===== config.mk =====
export PLATFORM = sky130hd
export DESIGN_NAME = sdp_guard
export DESIGN_NICKNAME = d
export VERILOG_FILES = /design/src/rtl/sdp_pkg.sv /design/src/rtl/sdp_classify.sv /design/src/rtl/sdp_seq_fsm.sv /design/src/rtl/sdp_gate.sv /design/src/rtl/sdp_guard.sv
export SDC_FILE = /design/constraint.sdc
export NUM_CORES = 1
export LEC_CHECK = 0
export BUFFER_PORTS_ARGS = -buffer_cell sky130_fd_sc_hd__buf_2
export CELL_PAD_IN_SITES_DETAIL_PLACEMENT = 1
export CELL_PAD_IN_SITES_GLOBAL_PLACEMENT = 1
export CORE_ASPECT_RATIO = 1.2
export CORE_MARGIN = 1.5
export CORE_UTILIZATION = 34
export CTS_BUF_LIST = sky130_fd_sc_hd__clkbuf_8 sky130_fd_sc_hd__clkbuf_16
export CTS_CLUSTER_SIZE = 14
export DETAILED_ROUTE_END_ITERATION = 6
export PLACE_DENSITY = 0.89
export REMOVE_ABC_BUFFERS = 1
export SLEW_MARGIN = 20
export SYNTH_ARGS = -nofsm -noshare
export SYNTH_HDL_FRONTEND = slang
export SYNTH_HIERARCHICAL = 1
export SYNTH_SLANG_ARGS = --single-unit

===== constraint.sdc =====
create_clock -name clk -period 5.1 [get_ports clk]
set_clock_uncertainty 0.05 [all_clocks]
set_input_delay 1.02 -clock clk [delete_from_list [all_inputs] [get_ports clk]]
set_output_delay 1.02 -clock clk [all_outputs]
set_load 0.03 [all_outputs]

===== src/rtl/sdp_pkg.sv =====
package sdp_pkg;

    localparam int unsigned KEY_ADDR_W = 16;
    localparam int unsigned BYTE_W     = 8;

    localparam logic [KEY_ADDR_W-1:0] KEY_ADDR_MAIN = 16'h5555;
    localparam logic [KEY_ADDR_W-1:0] KEY_ADDR_ALT0 = 16'h2AAA;
    localparam logic [KEY_ADDR_W-1:0] KEY_ADDR_ALT1 = 16'hAAAA;

    localparam logic [BYTE_W-1:0] KEY_LEAD   = 8'hAA;
    localparam logic [BYTE_W-1:0] KEY_SECOND = 8'h55;
    localparam logic [BYTE_W-1:0] KEY_ENABLE = 8'hA0;
    localparam logic [BYTE_W-1:0] KEY_EXTEND = 8'h80;
    localparam logic [BYTE_W-1:0] KEY_CLEAR  = 8'h20;

    typedef enum logic [2:0] {
        TK_OTHER,
        TK_LEAD,
        TK_SECOND,
        TK_ENABLE,
        TK_EXTEND,
        TK_CLEAR
    } token_t;

    typedef enum logic [2:0] {
        ST_IDLE,
        ST_LEAD,
        ST_SECOND,
        ST_ARMED,
        ST_EXT,
        ST_EXT_LEAD,
        ST_EXT_SECOND
    } seq_state_t;

    typedef struct packed {
        logic consume;    // cycle is a key byte, never stored
        logic abort;      // cycle broke a sequence in progress
        logic arm_write;  // cycle is the write that follows a full key
        logic clear;      // cycle completes the clearing key
    } verdict_t;

    function automatic token_t classify(input logic [KEY_ADDR_W-1:0] a,
                                        input logic [BYTE_W-1:0] d);
        logic main_hit;
        logic alt_hit;
        token_t t;
        main_hit = (a == KEY_ADDR_MAIN);
        alt_hit  = (a == KEY_ADDR_ALT0) || (a == KEY_ADDR_ALT1);
        t = TK_OTHER;
        if (main_hit && d == KEY_LEAD)        t = TK_LEAD;
        else if (alt_hit && d == KEY_SECOND)  t = TK_SECOND;
        else if (main_hit && d == KEY_ENABLE) t = TK_ENABLE;
        else if (main_hit && d == KEY_EXTEND) t = TK_EXTEND;
        else if (main_hit && d == KEY_CLEAR)  t = TK_CLEAR;
        return t;
    endfunction

endpackage


===== src/rtl/sdp_classify.sv =====
module sdp_classify
    import sdp_pkg::*;
#(
    parameter int unsigned ADDR_W = 16
) (
    input  logic [ADDR_W-1:0] addr_i,
    input  logic [BYTE_W-1:0] data_i,
    output token_t            token_o
);
    logic [KEY_ADDR_W-1:0] low_addr;

    generate
        if (ADDR_W >= KEY_ADDR_W) begin : g_slice
            assign low_addr = addr_i[KEY_ADDR_W-1:0];
        end else begin : g_pad
            assign low_addr = {{(KEY_ADDR_W-ADDR_W){1'b0}}, addr_i};
        end
    endgenerate

    assign token_o = classify(low_addr, data_i);
endmodule


===== src/rtl/sdp_seq_fsm.sv =====
module sdp_seq_fsm
    import sdp_pkg::*;
(
    input  logic       clk,
    input  logic       rst,
    input  logic       valid_i,
    input  token_t     token_i,
    output verdict_t   verdict_o,
    output seq_state_t state_o
);
    seq_state_t state_q, state_d;
    seq_state_t idle_next;
    logic       idle_consume;

    // outcome of the cycle if the matcher were idle
    always_comb begin
        if (token_i == TK_LEAD) begin
            idle_next    = ST_LEAD;
            idle_consume = 1'b1;
        end else begin
            idle_next    = ST_IDLE;
            idle_consume = 1'b0;
        end
    end

    always_comb begin
        state_d   = state_q;
        verdict_o = '0;
        if (valid_i) begin
            unique case (state_q)
                ST_IDLE: begin
                    state_d           = idle_next;
                    verdict_o.consume = idle_consume;
                end
                ST_LEAD, ST_EXT_LEAD: begin
                    if (token_i == TK_SECOND) begin
                        state_d           = (state_q == ST_LEAD) ? ST_SECOND : ST_EXT_SECOND;
                        verdict_o.consume = 1'b1;
                    end else begin
                        state_d           = idle_next;
                        verdict_o.consume = idle_consume;
                        verdict_o.abort   = 1'b1;
                    end
                end
                ST_SECOND: begin
                    if (token_i == TK_ENABLE) begin
                        state_d           = ST_ARMED;
                        verdict_o.consume = 1'b1;
                    end else if (token_i == TK_EXTEND) begin
                        state_d           = ST_EXT;
                        verdict_o.consume = 1'b1;
                    end else begin
                        state_d           = idle_next;
                        verdict_o.consume = idle_consume;
                        verdict_o.abort   = 1'b1;
                    end
                end
                ST_ARMED: begin
                    state_d             = ST_IDLE;
                    verdict_o.arm_write = 1'b1;
                end
                ST_EXT: begin
                    if (token_i == TK_LEAD) begin
                        state_d           = ST_EXT_LEAD;
                        verdict_o.consume = 1'b1;
                    end else begin
                        state_d           = idle_next;
                        verdict_o.consume = idle_consume;
                        verdict_o.abort   = 1'b1;
                    end
                end
                ST_EXT_SECOND: begin
                    if (token_i == TK_CLEAR) begin
                        state_d           = ST_IDLE;
                        verdict_o.consume = 1'b1;
                        verdict_o.clear   = 1'b1;
                    end else begin
                        state_d           = idle_next;
                        verdict_o.consume = idle_consume;
                        verdict_o.abort   = 1'b1;
                    end
                end
                default: begin
                    state_d = ST_IDLE;
                end
            endcase
        end
    end

    always_ff @(posedge clk) begin
        if (rst) state_q <= ST_IDLE;
        else     state_q <= state_d;
    end

    assign state_o = state_q;

    // the armed state passes one write and then returns to idle
    p_armed_single_r6: assert property (@(posedge clk) disable iff (rst)
        (state_q == ST_ARMED && valid_i) |=> (state_q == ST_IDLE));

    // an abort only comes from a sequence already under way
    p_abort_busy_r9: assert property (@(posedge clk) disable iff (rst)
        verdict_o.abort |-> (state_q != ST_IDLE && state_q != ST_ARMED));

    // a cycle without a strobe leaves the matcher where it was
    p_hold_idle_r10: assert property (@(posedge clk) disable iff (rst)
        !valid_i |=> $stable(state_q));
endmodule


===== src/rtl/sdp_gate.sv =====
module sdp_gate
    import sdp_pkg::*;
(
    input  logic     clk,
    input  logic     rst,
    input  logic     valid_i,
    input  verdict_t verdict_i,
    output logic     permit_o,
    output logic     prot_o,
    output logic     abort_o
);
    logic permit_q, prot_q, abort_q;
    logic permit_d, prot_d;

    always_comb begin
        permit_d = valid_i && (verdict_i.arm_write || (!verdict_i.consume && !prot_q));
        if (verdict_i.arm_write)  prot_d = 1'b1;
        else if (verdict_i.clear) prot_d = 1'b0;
        else                      prot_d = prot_q;
    end

    always_ff @(posedge clk) begin
        if (rst) begin
            permit_q <= 1'b0;
            prot_q   <= 1'b0;
            abort_q  <= 1'b0;
        end else begin
            permit_q <= permit_d;
            prot_q   <= prot_d;
            abort_q  <= verdict_i.abort;
        end
    end

    assign permit_o = permit_q;
    assign prot_o   = prot_q;
    assign abort_o  = abort_q;

    // while protected, only the write after a full key is let through
    p_blocked_when_protected_r5: assert property (@(posedge clk) disable iff (rst)
        (valid_i && prot_q && !verdict_i.arm_write) |=> !permit_q);

    // a consumed key byte is never stored
    p_key_not_stored_r3: assert property (@(posedge clk) disable iff (rst)
        (valid_i && verdict_i.consume) |=> !permit_q);
endmodule


===== src/rtl/sdp_guard.sv =====
module sdp_guard
    import sdp_pkg::*;
#(
    parameter int unsigned ADDR_W = 16
) (
    input  logic              clk,
    input  logic              rst,
    input  logic              wr_valid,
    input  logic [ADDR_W-1:0] wr_addr,
    input  logic [7:0]        wr_data,
    output logic              wr_permit,
    output logic              prot_active,
    output logic              seq_abort
);
    token_t     token;
    verdict_t   verdict;
    seq_state_t seq_state;

    sdp_classify #(.ADDR_W(ADDR_W)) u_classify (
        .addr_i  (wr_addr),
        .data_i  (wr_data),
        .token_o (token)
    );

    sdp_seq_fsm u_fsm (
        .clk       (clk),
        .rst       (rst),
        .valid_i   (wr_valid),
        .token_i   (token),
        .verdict_o (verdict),
        .state_o   (seq_state)
    );

    sdp_gate u_gate (
        .clk       (clk),
        .rst       (rst),
        .valid_i   (wr_valid),
        .verdict_i (verdict),
        .permit_o  (wr_permit),
        .prot_o    (prot_active),
        .abort_o   (seq_abort)
    );

    // reset clears every result
    p_reset_clear_r1: assert property (@(posedge clk)
        rst |=> (!wr_permit && !prot_active && !seq_abort));

    // a permit always answers a strobe one cycle earlier
    p_permit_after_valid_r2: assert property (@(posedge clk) disable iff (rst)
        wr_permit |-> $past(wr_valid));

    // protection switches on together with the stored arming write
    p_prot_rise_r3: assert property (@(posedge clk) disable iff (rst)
        $rose(prot_active) |-> wr_permit);

    // the clearing byte itself is not stored
    p_clear_quiet_r7: assert property (@(posedge clk) disable iff (rst)
        $fell(prot_active) |-> !wr_permit);

    // an abort pulse always answers a strobe
    p_abort_after_valid_r9: assert property (@(posedge clk) disable iff (rst)
        seq_abort |-> $past(wr_valid) && $past(seq_state) != ST_IDLE);
endmodule


==> results of run 1 <==
==> metal layers <==
metal | part of all wire (%) | global-route usage (%) | up-vias
met2 | 57 | 39.5 | 33
met3 | 5.2 | 1.74 | 3
met4 | 1.1 | 7.58 | 0
li1 | - | - | 370
met1 | 37 | 18.9 | 359
met5 | 0 | 0 | -
==> path summary, 6_finish.rpt <==
path / startpoint / to / slack (ns) / cells after the start
setup reg to reg: u_fsm/state_o[1] / u_gate/permit_o / 3.46 / 4
hold / removal: u_gate/prot_o / u_gate/prot_o / 0.45 / 2
hold reg to reg: u_gate/prot_o / u_gate/prot_o / 0.45 / 2
setup / recovery: wr_addr[7] / u_gate/abort_o / 1.70 / 8
==> cells in the final DEF (no fill, tap or decap), types with 2 or more instances in the layout <==
cell type,Yosys,layout
nor4bb_1,7,7
dfxtp_1,6,6
clkbuf_8,0,3
nor2b_1,4,4
buf_2,3,29
a21oi_1,4,4
nand4_1,2,2
nand2_1,5,5
o211ai_1,2,2
nor3b_1,4,4
nor3_1,3,3
and3b_1,3,3
o2111ai_1,2,2
nand3_1,3,3
nor2_1,5,5
nand2b_1,2,2
inv_1,4,4
==> cells by family after synthesis <==
group / Yosys count / share of synthesized area, %
simple gates: 50 / 54.8
compound gates: 15 / 18.3
buf+inv: 10 / 7.78
flops: 6 / 17.8
xor+xnor: 1 / 1.30
==> worst max-delay path: cells and delay by family <==
kind,cells,cell delay [ns]
simple gates,6,2.04
compound gates,1,0.30
buf+inv,1,0.10
==> cell type report <==
cell class	count	area share, %
multi-input cells	66	59.3
repair buffers	29	17.1
inverters	4	1.77
clock buffers	3	4.87
well taps	19	2.80
flip-flops and latches	6	14.2
==> stage by stage <==
step	total power, mW	utilization (%)	hold slack (ns)	setup slack (ns)	area [um2]
2_1_floorplan	0.0549	-	0.493	1.92	638
3_3_place_gp	0.0692	43.6	0.422	1.59	807
3_5_place_dp	0.0703	43.6	0.451	1.48	807
4_1_cts	0.143	45.8	0.458	1.71	848
5_1_grt	0.149	45.8	0.482	1.51	848
6_report	0.141	45.8	0.450	1.70	848
==> where the power goes <==
group | leakage (nW) | switching [mW] | internal (mW)
registers | 0.0486 | 0.0000721 | 0.0476
clock network | 0.0216 | 0.0206 | 0.0507
logic | 0.268 | 0.0106 | 0.0112
==> state kept, by name, summed over array words and instances (netlist names) <==
register and count:
u_gate/permit_o 1, u_gate/prot_o 1, u_gate/abort_o 1, u_fsm/state_o 3
==> flow_metrics.tcl, run 1 <==
set metrics [dict create \
    critPathMaxStageDelay_ns 0.86 \
    layout-drive-gt1-share_pct 36.1 \
    tritoncts "built" \
    drtPass1Iterations 4 \
    gp_congestion 0.759 \
    numPortBuffers 29 \
    die_h_um 51.8 \
    drv_cap 0 \
    grt_pass1_vias 798 \
    yosysMostFrequentCell "nor4bb_1" \
    track_usage_pct 19.3 \
    vias 765 \
    cts_resized 0 \
    rsz0062_at_grt "no" \
    power.leakage_nw 0.338 \
    ys_ff_latch 6 \
    drc 0 \
    holdBufCountCts 0 \
    dieArea_um2 2260 \
    coreArea_um2 1850 \
    area_growth_syn_to_layout_pct 25.6 \
    totalWireLength_mm 1.98 \
    syn_avg_cell_area_um2 8.24 \
    synth_edf_count 0 \
    fin_crit_ns 3.40 \
    synthTopCellsByCount "7 x nor4bb_1, 6 x dfxtp_1, 5 x nand2_1, 5 x nor2_1" \
    synth_top_area_share_pct 17.8 \
    final_cells 127 \
    die_x_um 43.7 \
    hpwlAfterDp_mm 1.62 \
    hold_class "register to register" \
    tightest_slew_ns 1.02 \
    worst_skew_pair.late_latency_ns 0.22 \
    cts_made_buffers 3 \
    synth_top_flop_cell "dfxtp_1" \
    overflow 0 \
    path_cells "buf_2 -> and4bb_2 -> nand4_1 -> nor3_1 -> or3b_1 -> a211o_1 -> and4_1 -> nor2b_1" \
    yosysSeqAreaShare_pct 17.8 \
    ant_nets 0 \
    cts.sinks 6 \
    p_per_area_nw_per_um2 166 \
    synth_top_area_cell "dfxtp_1" \
    cp_slowest_cell "nor3_1" \
    grt_max_degree 14 \
    setup_viol 0 \
    antenna_cells 0 \
    clkTransAtPathRegs_ns 0.04 \
    final.setup.tns_ns 0 \
    slew_headroom_pct 31.6 \
    htreeDepth 1 \
    outcome "finished, final reports clean" \
    vias_per_cell 6.02 \
    yosys-top-cells-area "dfxtp_1 18%, nor4bb_1 10%, nor3b_1 4.4%" \
    syn-cell-area_um2 676 \
    peakVddDrop_mv 0.0849 \
    post_cts_buffers 0 \
    synthCells 82 \
    multi_input_comb_area_um2 503 \
    num_rows 17 \
    nets 137 \
    ys_types 39 \
    io_pins 30 \
    min_period_over_period_pct 66.7 \
    crit_type "input pin to register" \
    maxSlewViolCount 0 \
    clockBufferDepth 2 \
    synth_warnings 6 \
    drtIter0Drc 8 \
    antenna_found_initial 0 \
    worstSetupEndpointType "register" \
    crit_arrival_ns 3.46 \
    crit_fanout 13 \
    cts_root_buf "clkbuf_8" \
    hold_viol 0 \
    cp_data_required_time_ns 5.16 \
    place_inst 124 \
    start_kind "input pin" \
    fmax_ghz 0.294 \
    grt_first_pass_wirelength_mm 3.26 \
    initial_core_util_pct 36.5 \
    wl_per_cell_um 15.6 \
    ff_latch_area_um2 120 \
    async_flop_share_pct 0 \
    fillerInstances 246 \
]
No activity file was read; power rests on OpenSTA's default activity.
==> run 2: changes to the inputs <==
--- a/config.mk
+++ b/config.mk
@@ -10,11 +10,11 @@
 export CELL_PAD_IN_SITES_GLOBAL_PLACEMENT = 1
 export CORE_ASPECT_RATIO = 1.2
 export CORE_MARGIN = 1.5
-export CORE_UTILIZATION = 34
+export CORE_UTILIZATION = 29
 export CTS_BUF_LIST = sky130_fd_sc_hd__clkbuf_8 sky130_fd_sc_hd__clkbuf_16
 export CTS_CLUSTER_SIZE = 14
 export DETAILED_ROUTE_END_ITERATION = 6
-export PLACE_DENSITY = 0.89
+export PLACE_DENSITY = 0.82
 export REMOVE_ABC_BUFFERS = 1
 export SLEW_MARGIN = 20
 export SYNTH_ARGS = -nofsm -noshare
==> constraint.sdc (replaced) <==
create_clock -name clk -period 3 [get_ports clk]
set_clock_uncertainty 0.05 [all_clocks]
set_input_delay 0.6 -clock clk [delete_from_list [all_inputs] [get_ports clk]]
set_output_delay 0.6 -clock clk [all_outputs]
set_load 0.03 [all_outputs]
==> flow_metrics.tcl, run 2 (synthesized netlist as in run 1, its figures left out) <==
set metrics [dict create \
    outcome "finished, final reports clean" \
    layout_common_cells "29 x buf_2, 7 x nor4bb_1, 6 x dfxtp_1" \
    area_growth_syn_to_layout_pct 29.8 \
    clockBufferDepth 2 \
    numPortBuffers 29 \
    drtIter0Drc 1 \
    cts_root_buf "clkbuf_8" \
    initial_core_util_pct 31.6 \
    setup_viol 0 \
    die_x_um 47.1 \
    grt_first_pass_wirelength_mm 3.12 \
    cts_resized 0 \
    num_rows 18 \
    grt_max_degree 14 \
    switching_power_mw 0.0529 \
    vias 759 \
    worst_skew_pair.late_latency_ns 0.22 \
    coreArea_um2 2140 \
    overflow 0 \
    vias_per_cell 5.42 \
    crit_fanout 11 \
    reg2reg_to "u_gate/permit_o" \
    p_per_area_nw_per_um2 273 \
    cp-endpoint "u_gate/abort_o" \
    tightest_slew_ns 0.605 \
    die_h_um 55.9 \
    cp_data_required_time_ns 3.11 \
    track_usage_pct 15.8 \
    post_cts_buffers 0 \
    start_kind "input pin" \
    largest_register_ffs 3 \
    crit_type "input pin to register" \
    nets 139 \
    drtPass1Iterations 2 \
    hpwlAfterDp_mm 1.51 \
    hold_class "register to register" \
    power.leakage_nw 0.349 \
    rsz0062_at_grt "no" \
    htreeDepth 1 \
    holdBufCountCts 0 \
    postPlaceCellArea_um2 836 \
    gp_congestion 0.751 \
    grt_pass1_vias 759 \
    worstSetupEndpointType "register" \
    ff2ff_setup_slack_ns 1.45 \
    reg2reg_depth 4 \
    antenna_found_initial 0 \
    crit_arrival_ns 2.69 \
    ant_nets 0 \
    drc 0 \
    maxSlewViolCount 0 \
    fin_ws_ns 0.417 \
    dp_slack_ns 0.144 \
    hold_viol 0 \
    totalWireLength_mm 1.91 \
    switching_share_pct 22.1 \
    mostFrequentLayoutCell "buf_2" \
    cts_made_buffers 3 \
    fin_area_um2 877 \
    tritoncts "built" \
    io_pins 30 \
    peakVddDrop_mv 0.163 \
    drv_cap 0 \
    critPathLaunch "wr_addr[13]" \
    clkTransAtPathRegs_ns 0.04 \
    reg2reg_from "u_fsm/state_o[1]" \
    layout-drive-gt1-share_pct 37.3 \
    slew_headroom_pct 59.7 \
    fmax_ghz 0.387 \
    power.share.clock_pct 50.7 \
    p_int_mw 0.186 \
    fin_crit_ns 2.58 \
    combPwrFrac_pct 15.4 \
    min_period_over_period_pct 86.1 \
    final.setup.tns_ns 0 \
    cts.sinks 6 \
    dieArea_um2 2630 \
    pwr-share-seq_pct 33.9 \
    wl_per_cell_um 13.6 \
    hold_path_depth 2 \
    antenna_cells 0 \
]
run 2: cell types whose count changed in the layout (fill, tap and decap cells not counted):
| cell | previous run | this run |
|---|---|---|
| buf_4 | 0 | 2 |
run 2: per-stage QoR:
stage	total power [mW]	utilization (%)	cells	hold slack, ns
3_3_place_gp	0.118	39.1	137	0.424
5_1_grt	0.253	41.0	140	0.495
4_1_cts	0.246	41.0	140	0.453
6_report	0.239	41.0	140	0.448
2_1_floorplan	0.0933	-	76	0.493
3_5_place_dp	0.119	39.1	137	0.448
run 2: area by class of cell:
type                    count  area, um2
clock buffers               3       41.3
fillers                   272       1260
inverters                   4       15.0
multi-input cells          66        503
flip-flops and latches      6        120
well taps                  30       37.5
repair buffers             31        160
run 2: worst max-delay path, stage by stage:
cell	delay, ns
buf_2	0.11
nor4b_2	0.28
nand3_1	0.19
o32ai_2	0.61
and4b_4	0.29
o41ai_2	0.29
and4_1	0.20
nor2b_1	0.12
run 2: worst min path at each step:
stage                                start               end  slack, ns
final                        u_gate/prot_o     u_gate/prot_o       0.45
after global routing         u_gate/prot_o     u_gate/prot_o       0.50
after global placement       u_gate/prot_o     u_gate/prot_o       0.42
after CTS                    u_gate/prot_o     u_gate/prot_o       0.45
after floorplan           u_fsm/state_o[1]  u_fsm/state_o[1]       0.49
after detailed placement     u_gate/prot_o     u_gate/prot_o       0.45
run 2: per-layer routing:
| layer | global-route usage (%) | share of wire (%) | vias to the layer above |
|---|---|---|---|
| li1 | - | - | 372 |
| met1 | 16.7 | 42 | 353 |
| met2 | 29.0 | 52 | 32 |
| met3 | 1.30 | 4.9 | 2 |
| met4 | 7.14 | 0.84 | 0 |
| met5 | 0 | 0 | - |
run 2: power by group through the flow:
stage | clock, mW | sequential, mW | combinational (mW)
6_report | 0.121 | 0.0811 | 0.0369
4_1_cts | 0.128 | 0.0811 | 0.0368
2_1_floorplan | 0 | 0.0838 | 0.00951
3_5_place_dp | 0 | 0.0823 | 0.0367
5_1_grt | 0.131 | 0.0812 | 0.0408
3_3_place_gp | 0 | 0.0823 | 0.0354
